`config.mk`:
```
export PLATFORM = sky130hd
export DESIGN_NAME = mask_reg_bank
export DESIGN_NICKNAME = d
export VERILOG_FILES = /design/src/rtl/mrb_pkg.sv /design/src/rtl/mrb_decode.sv /design/src/rtl/mrb_sc_reg.sv /design/src/rtl/mrb_rw_reg.sv /design/src/rtl/mrb_rdmux.sv /design/src/rtl/mask_reg_bank.sv
export SDC_FILE = /design/constraint.sdc
export NUM_CORES = 1
export LEC_CHECK = 0
export BUFFER_PORTS_ARGS = -buffer_cell sky130_fd_sc_hd__buf_2
export CORE_AREA = 2 2 151 153
export CTS_CLUSTER_SIZE = 20
export DETAILED_ROUTE_END_ITERATION = 12
export DIE_AREA = 0 0 153 155
export GPL_TIMING_DRIVEN = 1
export HOLD_SLACK_MARGIN = 0.08
export SKIP_LAST_GASP = 1
export SYNTH_ARGS = -nofsm -noshare
export SYNTH_HDL_FRONTEND = slang
export SYNTH_SLANG_ARGS = --single-unit
```
`constraint.sdc`:
```
create_clock -name clk -period 1.35 [get_ports clk]
set_input_delay 0.27 -clock clk [delete_from_list [all_inputs] [get_ports clk]]
set_output_delay 0.27 -clock clk [all_outputs]
set_load 0.05 [all_outputs]
```
`src/rtl/mrb_pkg.sv`:
```
package mrb_pkg;
  localparam int DW = 32;

  typedef enum logic [1:0] {
    ACC_NONE = 2'd0,
    ACC_SET  = 2'd1,
    ACC_CLR  = 2'd2,
    ACC_RW   = 2'd3
  } acc_kind_e;
endpackage

```
`src/rtl/mrb_decode.sv`:
```
module mrb_decode #(
  parameter int AW     = 4,
  parameter int NUM_SC = 2,
  parameter int NUM_RW = 2
) (
  input  logic [AW-1:0]     addr,
  output logic [NUM_SC-1:0] set_sel,
  output logic [NUM_SC-1:0] clr_sel,
  output logic [NUM_RW-1:0] rw_sel,
  output logic              resv
);
  localparam int FIRST_RESV = 2*NUM_SC + NUM_RW;

  for (genvar i = 0; i < NUM_SC; i++) begin : g_sc
    assign set_sel[i] = (addr == AW'(2*i));
    assign clr_sel[i] = (addr == AW'(2*i+1));
  end

  for (genvar j = 0; j < NUM_RW; j++) begin : g_rw
    assign rw_sel[j] = (addr == AW'(2*NUM_SC+j));
  end

  assign resv = (int'({1'b0, addr}) >= FIRST_RESV);

  always_comb begin
    assert (!(resv && (|{set_sel, clr_sel, rw_sel})))  // p_resv_excl_r6
      else $error("reserved address also selects a register (R6)");
  end
endmodule

```
`src/rtl/mrb_sc_reg.sv`:
```
module mrb_sc_reg
  import mrb_pkg::*;
#(
  parameter logic [DW-1:0] IMPL = '1,
  parameter logic [DW-1:0] RSTV = '0
) (
  input  logic          clk,
  input  logic          rst_n,
  input  logic          host_set,
  input  logic          host_clr,
  input  logic [DW-1:0] wdata,
  input  logic [DW-1:0] hw_set,
  input  logic [DW-1:0] hw_clr,
  output logic [DW-1:0] q
);
  logic [DW-1:0] hs_m, hc_m, after_hw, nxt;

  always_comb begin
    hs_m     = {DW{host_set}} & wdata;
    hc_m     = {DW{host_clr}} & wdata;
    after_hw = (q | hw_set) & ~hw_clr;
    nxt      = ((after_hw | hs_m) & ~hc_m) & IMPL;
  end

  always_ff @(posedge clk or negedge rst_n) begin
    if (!rst_n) q <= RSTV & IMPL;
    else        q <= nxt;
  end

  // host set reaches every implemented bit named in the data
  p_set_bits_r2: assert property (@(posedge clk) disable iff (!rst_n)
    host_set |=> ((q & $past(wdata & IMPL)) == $past(wdata & IMPL)));
  // host clear removes every bit named in the data
  p_clr_bits_r3: assert property (@(posedge clk) disable iff (!rst_n)
    host_clr |=> ((q & $past(wdata)) == '0));
  // host clear beats hardware set
  p_clr_beats_hw_r4: assert property (@(posedge clk) disable iff (!rst_n)
    (host_clr && ((wdata & hw_set) != '0)) |=> ((q & $past(wdata & hw_set)) == '0));
  // host set beats hardware clear
  p_set_beats_hw_r4: assert property (@(posedge clk) disable iff (!rst_n)
    (host_set && ((wdata & hw_clr & IMPL) != '0))
      |=> ((q & $past(wdata & hw_clr & IMPL)) == $past(wdata & hw_clr & IMPL)));
  // idle register holds
  p_hold_r5: assert property (@(posedge clk) disable iff (!rst_n)
    (!host_set && !host_clr && hw_set == '0 && hw_clr == '0) |=> $stable(q));
  // unimplemented bits stay zero
  p_resv_field_r7: assert property (@(posedge clk) disable iff (!rst_n)
    (q & ~IMPL) == '0);
endmodule

```
`src/rtl/mrb_rw_reg.sv`:
```
module mrb_rw_reg
  import mrb_pkg::*;
#(
  parameter logic [DW-1:0] WMASK = '1,
  parameter logic [DW-1:0] IMPL  = '1,
  parameter logic [DW-1:0] RSTV  = '0
) (
  input  logic          clk,
  input  logic          rst_n,
  input  logic          we,
  input  logic [DW-1:0] wdata,
  input  logic [DW-1:0] ro_in,
  output logic [DW-1:0] q
);
  localparam logic [DW-1:0] STORE_M = WMASK & IMPL;
  localparam logic [DW-1:0] RO_M    = IMPL & ~WMASK;

  logic [DW-1:0] stored;

  always_ff @(posedge clk or negedge rst_n) begin
    if (!rst_n)  stored <= RSTV & STORE_M;
    else if (we) stored <= wdata & STORE_M;
  end

  assign q = stored | (ro_in & RO_M);

  // stored bits change only on a write
  p_rw_hold_r8: assert property (@(posedge clk) disable iff (!rst_n)
    !we |=> $stable(stored));
  // a write loads only writable bits
  p_rw_load_r8: assert property (@(posedge clk) disable iff (!rst_n)
    we |=> ((stored & ~STORE_M) == '0 && (stored & STORE_M) == ($past(wdata) & STORE_M)));
endmodule

```
`src/rtl/mrb_rdmux.sv`:
```
module mrb_rdmux
  import mrb_pkg::*;
#(
  parameter int NUM_SC = 2,
  parameter int NUM_RW = 2
) (
  input  logic                 clk,
  input  logic                 rst_n,
  input  logic                 rd,
  input  logic [NUM_SC-1:0]    set_sel,
  input  logic [NUM_SC-1:0]    clr_sel,
  input  logic [NUM_RW-1:0]    rw_sel,
  input  logic                 resv,
  input  logic [NUM_SC*DW-1:0] sc_q,
  input  logic [NUM_RW*DW-1:0] rw_q,
  output logic [DW-1:0]        rdata,
  output logic                 rvalid
);
  logic [DW-1:0] sel_val;

  always_comb begin
    sel_val = '0;
    for (int i = 0; i < NUM_SC; i++)
      if (set_sel[i] || clr_sel[i]) sel_val = sel_val | sc_q[i*DW +: DW];
    for (int j = 0; j < NUM_RW; j++)
      if (rw_sel[j]) sel_val = sel_val | rw_q[j*DW +: DW];
  end

  always_ff @(posedge clk or negedge rst_n) begin
    if (!rst_n) begin
      rdata  <= '0;
      rvalid <= 1'b0;
    end else begin
      rvalid <= rd;
      if (rd) rdata <= sel_val;
    end
  end

  // read data is returned exactly one cycle after the strobe
  p_rvalid_r1: assert property (@(posedge clk) disable iff (!rst_n)
    rd |=> rvalid);
  p_rvalid_idle_r1: assert property (@(posedge clk) disable iff (!rst_n)
    !rd |=> !rvalid);
  // reserved reads return zero
  p_resv_rd_zero_r6: assert property (@(posedge clk) disable iff (!rst_n)
    (rd && resv) |=> (rdata == '0));
endmodule

```
`src/rtl/mask_reg_bank.sv`:
```
module mask_reg_bank
  import mrb_pkg::*;
#(
  parameter int AW     = 4,
  parameter int NUM_SC = 2,
  parameter int NUM_RW = 2,
  parameter logic [NUM_SC*32-1:0] SC_IMPL  = {32'h0000_FFFF, 32'hFFFF_FF0F},
  parameter logic [NUM_SC*32-1:0] SC_RESET = {32'h0000_0001, 32'h0000_0000},
  parameter logic [NUM_RW*32-1:0] RW_WMASK = {32'hFFFF_FFFF, 32'h0000_FF00},
  parameter logic [NUM_RW*32-1:0] RW_IMPL  = {32'hFFFF_FFFF, 32'h00FF_FFFF},
  parameter logic [NUM_RW*32-1:0] RW_RESET = {32'h0000_0000, 32'h0000_1200}
) (
  input  logic                 clk,
  input  logic                 rst_n,
  input  logic                 host_wr,
  input  logic                 host_rd,
  input  logic [AW-1:0]        host_addr,
  input  logic [31:0]          host_wdata,
  output logic [31:0]          host_rdata,
  output logic                 host_rvalid,
  input  logic [NUM_SC*32-1:0] hw_set,
  input  logic [NUM_SC*32-1:0] hw_clr,
  input  logic [NUM_RW*32-1:0] rw_ro_in,
  output logic [NUM_SC*32-1:0] sc_q,
  output logic [NUM_RW*32-1:0] rw_q
);
  logic [NUM_SC-1:0] set_sel, clr_sel;
  logic [NUM_RW-1:0] rw_sel;
  logic              resv;

  mrb_decode #(.AW(AW), .NUM_SC(NUM_SC), .NUM_RW(NUM_RW)) u_dec (
    .addr    (host_addr),
    .set_sel (set_sel),
    .clr_sel (clr_sel),
    .rw_sel  (rw_sel),
    .resv    (resv)
  );

  for (genvar i = 0; i < NUM_SC; i++) begin : g_sc
    mrb_sc_reg #(
      .IMPL (SC_IMPL[i*DW +: DW]),
      .RSTV (SC_RESET[i*DW +: DW])
    ) u_reg (
      .clk      (clk),
      .rst_n    (rst_n),
      .host_set (host_wr && set_sel[i]),
      .host_clr (host_wr && clr_sel[i]),
      .wdata    (host_wdata),
      .hw_set   (hw_set[i*DW +: DW]),
      .hw_clr   (hw_clr[i*DW +: DW]),
      .q        (sc_q[i*DW +: DW])
    );
  end

  for (genvar j = 0; j < NUM_RW; j++) begin : g_rw
    mrb_rw_reg #(
      .WMASK (RW_WMASK[j*DW +: DW]),
      .IMPL  (RW_IMPL[j*DW +: DW]),
      .RSTV  (RW_RESET[j*DW +: DW])
    ) u_reg (
      .clk   (clk),
      .rst_n (rst_n),
      .we    (host_wr && rw_sel[j]),
      .wdata (host_wdata),
      .ro_in (rw_ro_in[j*DW +: DW]),
      .q     (rw_q[j*DW +: DW])
    );
  end

  mrb_rdmux #(.NUM_SC(NUM_SC), .NUM_RW(NUM_RW)) u_rd (
    .clk     (clk),
    .rst_n   (rst_n),
    .rd      (host_rd),
    .set_sel (set_sel),
    .clr_sel (clr_sel),
    .rw_sel  (rw_sel),
    .resv    (resv),
    .sc_q    (sc_q),
    .rw_q    (rw_q),
    .rdata   (host_rdata),
    .rvalid  (host_rvalid)
  );

  // a reserved write leaves every register untouched
  p_resv_wr_r6: assert property (@(posedge clk) disable iff (!rst_n)
    (host_wr && resv && hw_set == '0 && hw_clr == '0) |=> ($stable(sc_q)));
endmodule

```
==> impl_results.md <==
- Status: finished with violations
- Failing checks: negative setup slack
- Root Buffer: clkbuf_16
- CP max stage cell: dfstp_2
- Synth Area in Adders: 0
- Post-Synth Simple-Gate Area: 0.0769
- CTS Sinks: 117
- Die Wd: 153 µm
- Unrepaired setup endpoints after global routing: yes
- Post-synthesis sequential area ratio: 0.506
- Setup WS pre-CTS: -240 ps
- Mean Syn Cell Area: 11.6 µm²
- Initial Util: 0.260
- IO Pins: 393
- Total wire length: 18.6 mm
- Largest net degree at the start of global routing: 74
- Achievable Freq: 0.729 GHz
- Crit path max-delay family: flip-flops
- Vias in the first global route: 4,961
- Vias per inst: 4.74
- XOR/XNOR Fraction of Synth Area: 0
- Post-synthesis compound-gate area fraction: 0.207
- Critical path class: flip-flop to primary output
- Leak: 4.21 nW
- Final worst slack: -22.4 ps
- Via count: 5,169
- WL/cell: 17.1 µm
- Worst-Skew Late Latency: 400 ps
- Fin. max-slew vios: 0
- Die Y: 155 µm
- DRT Pass-1 Iters: 5
- Worst path bufs/invs: 1
- Worst Skew: 6.10 ps
- Hold Vio Cnt, Final: 0
- P per Cell Area: 1500 mW/mm²
- Pwr Total: 0.0128 W
- Crit path DAT: 1100 ps
- CTS tree: done
- Mapped Area: 0.00579 mm²
- Max Cap Viol: 0
- First-pass GRT wire length: 28.6 mm
- CP Launch Type: flip-flop
- Clock period minus worst slack: 1370 ps
- Final design utilization: 0.384
- Ratio of cells with drive above 1 in the final layout: 0.480
- DPL Wire Length: 13.3 mm
- DRT antenna net count: 0
- Maximum vdd drop: 0.000708 V
- Yosys warnings: 0
- Largest fanout on the critical path: 2
- Mapped Cells: 501
- Post-synthesis cell type count: 29
- DIE AREA: 0.0237 mm²
- Core ar.: 0.0222 mm²
- Num CTS Buffers: 17
- Congestion Overflow GR: 0
- Peak per-stage delay on the critical path: 550 ps
- Site row count: 55
- Clock buffer depth: 2
- I/O Buffers: 276
- Total track usage: 0.156
- Worst hold-check path type: input pin to flip-flop
- 1st-iter DRT viols: 289
- Final nets: 1,025
- Multiplexer share of the synthesized area: 0.118
- Post-route clock period utilization: 1.02
- Final setup viols: 3
- Worst-path clk slew: 50 ps
- H-tree Lvls: 4
- GPL Wtd Cong: 0.773
- Remaining design rule violation count: 0
- Area Growth Syn to Fin: 47.5%
- FF+latch count, synth: 117
- Initial antenna violation count: 1
- Combinational family with the most area after synthesis: compound AO/OA/AOI/OAI gates
- Critical path required time: 1080 ps
- Crit path cell chain: buf_8
- Crit. End Element: primary output
cells in the mapped netlist (all sizes together):
library cell	n	area (µm²)
o21bai	44	330
buf	68	484
nor3	1	16.3
nor4bb	1	10.0
a22oi	64	480
nor2b	1	6.26
mux2	40	563
dfstp	3	78.8
nor2	20	75.1
mux2i	12	120
nor4b	1	23.8
nor3b	2	20.0
a31oi	12	75.1
conb	1	3.75
clkbuf	12	45.0
a21oi	8	40.0
and3	3	18.8
o21ai	12	60.1
dfrtp	114	2850
o22a	12	105
nand3	44	220
a22o	12	105
or2	1	6.26
nand2	13	48.8
worst paths after layout:
path | startpoint | endpoint | slack [ps] | cells after the start
setup / recovery | g_rw[0].u_reg.stored[12] | rw_q[12] | -20 | 1
hold / removal | host_wdata[18] | g_sc[0].u_reg.q[18] | 110 | 2
setup reg to reg | g_sc[1].u_reg.q[0] | u_rd.rdata[0] | 280 | 4
hold reg to reg | u_rd.rdata[3] | u_rd.rdata[3] | 490 | 1
max in group asynchronous | rst_n | g_sc[0].u_reg.q[17] | 530 | 3
min in group asynchronous | rst_n | g_sc[0].u_reg.q[2] | 210 | 2
stage by stage:
step	area (µm²)	TNS, ps	cells	hold slack, ps
2_1_floorplan	5910	-2290	528	-25.6
3_3_place_gp	7500	-16960	1036	76.2
3_5_place_dp	7500	-18990	1036	77.9
4_1_cts	8420	-145	1088	82.5
5_1_grt	8530	-168	1089	95.8
6_report	8540	-45.5	1090	107
cell usage in the layout (no fill, tap or decap), types with 3 or more instances in the layout:
cell,synthesis,final
dlygate4sd3_1,0,20
clkbuf_8,0,4
mux2_4,30,30
dfstp_2,3,3
conb_1,1,28
buf_8,0,3
a22o_1,12,12
buf_6,4,4
a21oi_1,8,8
buf_12,0,13
clkbuf_4,0,35
o21bai_1,44,44
mux2i_1,12,12
mux2_2,10,10
buf_2,15,188
o22a_1,12,12
buf_4,48,63
nand2_1,13,13
nor2_1,20,20
dfrtp_1,114,114
clkbuf_16,0,17
clkinvlp_4,0,3
a22oi_1,64,64
a31oi_1,12,12
o21ai_0,12,12
clkinv_2,0,3
nand3_1,44,44
cell families after synthesis:
kind of cell,after synthesis
buffers and inverters,80
and+or+nand+nor,87
AOI/OAI and AO/OA,164
other,1
muxes,52
DFF,117
metal layers:
layer	global-route usage	share of wire	routed length (µm)
met5	0	0	0
met4	0.0511	0.015	272
met3	0.0340	0.056	1040
met2	0.257	0.49	9230
met1	0.205	0.43	8110
repair_timing:
action | CTS | global route
endpoints found under the setup margin | 48 | 44
endpoints found under the hold margin | 133 | 0
hold buffers | 20 | 0
buffers inserted | 2 | 1
resized for setup | 56 | 45
flip-flops by register name (all words and copies together), names as in the netlist:
register           count
g_sc.u_reg.q          44
u_rd.rdata            32
g_rw.u_reg.q          32
g_rw.u_reg.stored      8
u_rd.rvalid            1
where the power goes:
group | internal, W | leakage [nW] | switching (W)
Sequential | 0.00399 | 1.44 | 0.000393
Combinational | 0.00138 | 2.51 | 0.00272
Clock | 0.00270 | 0.270 | 0.00158
Total | 0.00807 | 4.21 | 0.00469
area by class of cell:
class | count | area (µm²)
Fill cell | 2178 | 13700
Sequential cell | 117 | 2930
Multi-Input combinational cell | 331 | 2460
Timing Repair Buffer | 326 | 2230
Clock buffer | 22 | 484
Tap cell | 285 | 357
Clock inverter | 8 | 76.3
Antenna cell | 1 | 2.50
Power figures use the tool's default switching activity.
